`config.mk`:
```
export PLATFORM = sky130hd
export DESIGN_NAME = i2c_cond_mon
export DESIGN_NICKNAME = d
export VERILOG_FILES = /design/src/rtl/i2c_cond_mon.sv
export SDC_FILE = /design/constraint.sdc
export NUM_CORES = 1
export LEC_CHECK = 0
export BUFFER_PORTS_ARGS = -buffer_cell sky130_fd_sc_hd__buf_2
export CORE_AREA = 2 2 39 41
export DETAILED_ROUTE_END_ITERATION = 12
export DIE_AREA = 0 0 41 43
export GPL_ROUTABILITY_DRIVEN = 0
export PLACE_DENSITY = 0.52
export SETUP_SLACK_MARGIN = 0.2
export SYNTH_ARGS = -nofsm -noshare
export SYNTH_HDL_FRONTEND = slang
export SYNTH_SLANG_ARGS = --single-unit
```
`constraint.sdc`:
```
create_clock -name clk -period 2.07 [get_ports clk]
set_clock_uncertainty 0.2 [all_clocks]
set_input_delay 0.3105 -clock clk [delete_from_list [all_inputs] [get_ports clk]]
set_output_delay 0.3105 -clock clk [all_outputs]
set_load 0.02 [all_outputs]
```
`src/rtl/i2c_cond_mon.sv`:
```
module i2c_cond_mon #(
  parameter int SYNC_STAGES = 2
) (
  input  logic       clk,
  input  logic       rst_n,
  input  logic       scl_in,
  input  logic       sda_in,
  input  logic       reg_we,
  input  logic       reg_sel,
  input  logic [1:0] reg_wdata,
  output logic [1:0] raw_stat,
  output logic [1:0] mask_q,
  output logic [1:0] masked_stat,
  output logic       irq,
  output logic       bus_busy
);

  logic [SYNC_STAGES-1:0] scl_sh, sda_sh;
  logic scl_s, sda_s, scl_p, sda_p;
  logic start_det, stop_det;
  logic [1:0] clr_vec, set_vec;

  always_ff @(posedge clk or negedge rst_n) begin
    if (!rst_n) begin
      scl_sh <= '1;
      sda_sh <= '1;
      scl_p  <= 1'b1;
      sda_p  <= 1'b1;
    end else begin
      scl_sh <= {scl_sh[SYNC_STAGES-2:0], scl_in};
      sda_sh <= {sda_sh[SYNC_STAGES-2:0], sda_in};
      scl_p  <= scl_s;
      sda_p  <= sda_s;
    end
  end

  assign scl_s = scl_sh[SYNC_STAGES-1];
  assign sda_s = sda_sh[SYNC_STAGES-1];

  assign start_det = scl_p & scl_s &  sda_p & ~sda_s;
  assign stop_det  = scl_p & scl_s & ~sda_p &  sda_s;

  assign set_vec = {stop_det, start_det};
  assign clr_vec = (reg_we && reg_sel) ? reg_wdata : 2'b00;

  always_ff @(posedge clk or negedge rst_n) begin
    if (!rst_n) begin
      raw_stat <= 2'b00;
      mask_q   <= 2'b00;
      bus_busy <= 1'b0;
    end else begin
      raw_stat <= (raw_stat & ~clr_vec) | set_vec;
      if (reg_we && !reg_sel) mask_q <= reg_wdata;
      if (start_det)     bus_busy <= 1'b1;
      else if (stop_det) bus_busy <= 1'b0;
    end
  end

  assign masked_stat = raw_stat & mask_q;
  assign irq         = |masked_stat;

endmodule

```
==> summary.md <==
| Metric | Value |
|---|---|
| Outcome | complete, no violations |
| Reg2reg end | bus_busy |
| Antenna Cells | 0 |
| Most common cell in the synthesized netlist | dfstp_2 |
| VDD IR max | 0.377 mV |
| First-pass GRT wire length | 993 um |
| Setup crit end kind | output pin |
| Die span in y | 43 um |
| Initial core utilization | 28.8% |
| Final net count | 59 |
| Post-synthesis sequential area ratio | 70.8% |
| FMAX | 596 MHz |
| Slew headroom | 84.2% |
| Hold path endpoint | mask_q[0] |
| Number of flops mapped to enable cells by yosys | 0 |
| CTS sink count | 11 |
| Area contributors post-synth | dfstp_2 (39%), dfrtp_1 (31%), mux2_4 (7.5%) |
| WL per Instance | 9.89 um |
| Clock transition at path regs | 0.07 ns |
| Total track usage | 9.39% |
| Leak | 0.279 nW |
| Synth Cell Area | 399 sq um |
| Hold WC Path Type | in -> reg |
| Layout Area Growth over Synthesis | 38.2% |
| Crit path arrival time | 1.17 ns |
| Design Area, Final | 552 sq um |
| Clock Path Buffers | 2 |
| CP required | 1.56 ns |
| Hold path depth | 2 |
| Worst setup SP type | flip-flop |
| Die area | 0.00176 sq mm |
| Cell Pwr Density | 908 mW/mm^2 |
| Slew Limit Fails | 0 |
| Synth area leader | dfstp_2 |
| Reg2Reg Launch Point | scl_sh[1] |
| Top FF cell, synth | dfstp_2 |
| Antenna Violating Nets Remaining | 0 |
| H-tree depth | 1 |
| # resized after CTS | 0 |
| Maxcap violations | 0 |
| CTS tree | done |
| Fin crit period | 1.68 ns |
| Most instantiated cells after synthesis | dfstp_2 (6), dfrtp_1 (5), nand2_1 (5) |
| Min-delay src | reg_wdata[0] |
| Cells after synthesis | 28 |
| Setup CP Type | reg -> out |
| Post-synth top area share | 39.5% |
| Number of global-route vias before repair | 256 |
| Via count | 283 |
| Die X | 41 um |
| TritonRoute pass-1 iters | 2 |
| Port Buffers | 15 |
| Ratio of cells with drive above 1 in the final layout | 56.0% |
| Worst skew pair latency | 0.26 ns |
| DRT Wirelength | 653 um |
| Share of flip-flops with an asynchronous set or reset | 100% |
| I/O pin total | 16 |
| Worst-margin pin slew | 0.237 ns |
| CP max FO | 3 |
| Drt drc | 0 |
| Yosys warning total | 0 |
| Flop2flop setup slack | 0.88 ns |
| Final TNS setup | 0 ns |
| Final worst-path cycle share | 81.0% |
| Final hold vios | 0 |
| Initial antenna violation count | 0 |
| RSZ-0062 raised after global routing | no |
| Post-Syn Nets | 36 |
| Placed cell areas | 494 sq um |
| Row count | 14 |
| CTS Root Cell | clkbuf_4 |
| #FFs+latches synth | 11 |
| Yosys cell types | 11 |
| Avg Cell Area, Syn | 14.3 sq um |
| Core region area | 0.00138 sq mm |
| Setup violations, final | 0 |
| Reg2Reg Depth | 3 |
| Total gr overflow | 0 |
| HPWL Detailed | 483 um |
| Vias per inst | 4.29 |
| First DRT Iteration DRCs | 1 |
| CTS Buf Count | 3 |
| Pin count of the biggest net entering global routing | 12 |
-- through the flow --
stage               setup slack, ns  power (mW)  std cells  hold WS [ns]  util [%]
finish                        0.393       0.501         66         0.100      39.9
global route                  0.312       0.534         66        0.0900      39.9
CTS                           0.373       0.513         66        0.0897      39.9
detailed placement            0.668       0.364         59       -0.0122      35.7
global placement              0.672       0.362         59       -0.0140      35.7
floorplan                     0.536       0.320         28        -0.185         -
-- state kept, by name (all words and copies together) (netlist names) --
register / flops
bus_busy: 1
scl_sh: 2
scl_p: 1
mask_q: 2
sda_sh: 2
sda_p: 1
raw_stat: 2
-- what timing repair did --
action                                  4_1_cts  5_1_grt
hold buffers                                  3        0
endpoints found under the setup margin        0        0
hold endpoints to repair                     13        0
buffers inserted                              0        0
-- metal layers --
metal / up-vias / track usage [%] / routed length [um]
li1: 140 / - / -
met1: 131 / 9.49 / 298
met2: 10 / 12.5 / 305
met3: 2 / 7.85 / 38
met4: 0 / 6.00 / 10
met5: - / 0 / 0
-- where the power goes --
group	switching [mW]	total [mW]	internal [mW]
logic	0.0623	0.108	0.0458
registers	0.0124	0.254	0.242
clock network	0.0671	0.138	0.0713
total	0.142	0.501	0.359
-- how the worst max path moves through the flow --
stage                         start  endpoint  slack (ns)
after floorplan           mask_q[1]       irq        0.54
after global placement    mask_q[0]       irq        0.67
after detailed placement  mask_q[1]       irq        0.67
after CTS                 mask_q[1]       irq        0.37
after global routing      mask_q[1]       irq        0.31
final                     mask_q[0]       irq        0.39
-- kinds of logic (layout without fill, tap and decap cells) --
logic type | count (synthesis) | in the layout | synth area share, %
AO/OA/AOI/OAI | 2 | 2 | 3.76
multiplexers | 2 | 2 | 7.52
buffers and inverters | 1 | 23 | 0.940
AND/OR/NAND/NOR | 12 | 12 | 16.9
flip-flops | 11 | 11 | 70.8
-- layout make-up --
type,count,area (sq um)
Clock buffer,3,22.5
Clock inverter,1,5.00
Fill cell,138,832
Inverter,1,3.75
Multi-Input combinational cell,16,113
Sequential cell,11,283
Tap cell,16,20.0
Timing Repair Buffer,18,105
-- placed cells by master, fill, tap and decap left out, drive strengths merged --
cell type	instances
dlygate4sd3	3
nand3	2
and2	2
nand2b	1
nand4	1
mux2	2
clkbuf	3
dfrtp	5
dfstp	6
or2	1
o31ai	2
clkinv	1
nand2	5
inv	1
buf	15
-- critical path, cell delays in order (launching register included) --
cell and delay (ns):
dfrtp_1 0.39, and2_1 0.17, or2_1 0.19, buf_2 0.15
Power figures use the tool's default switching activity.
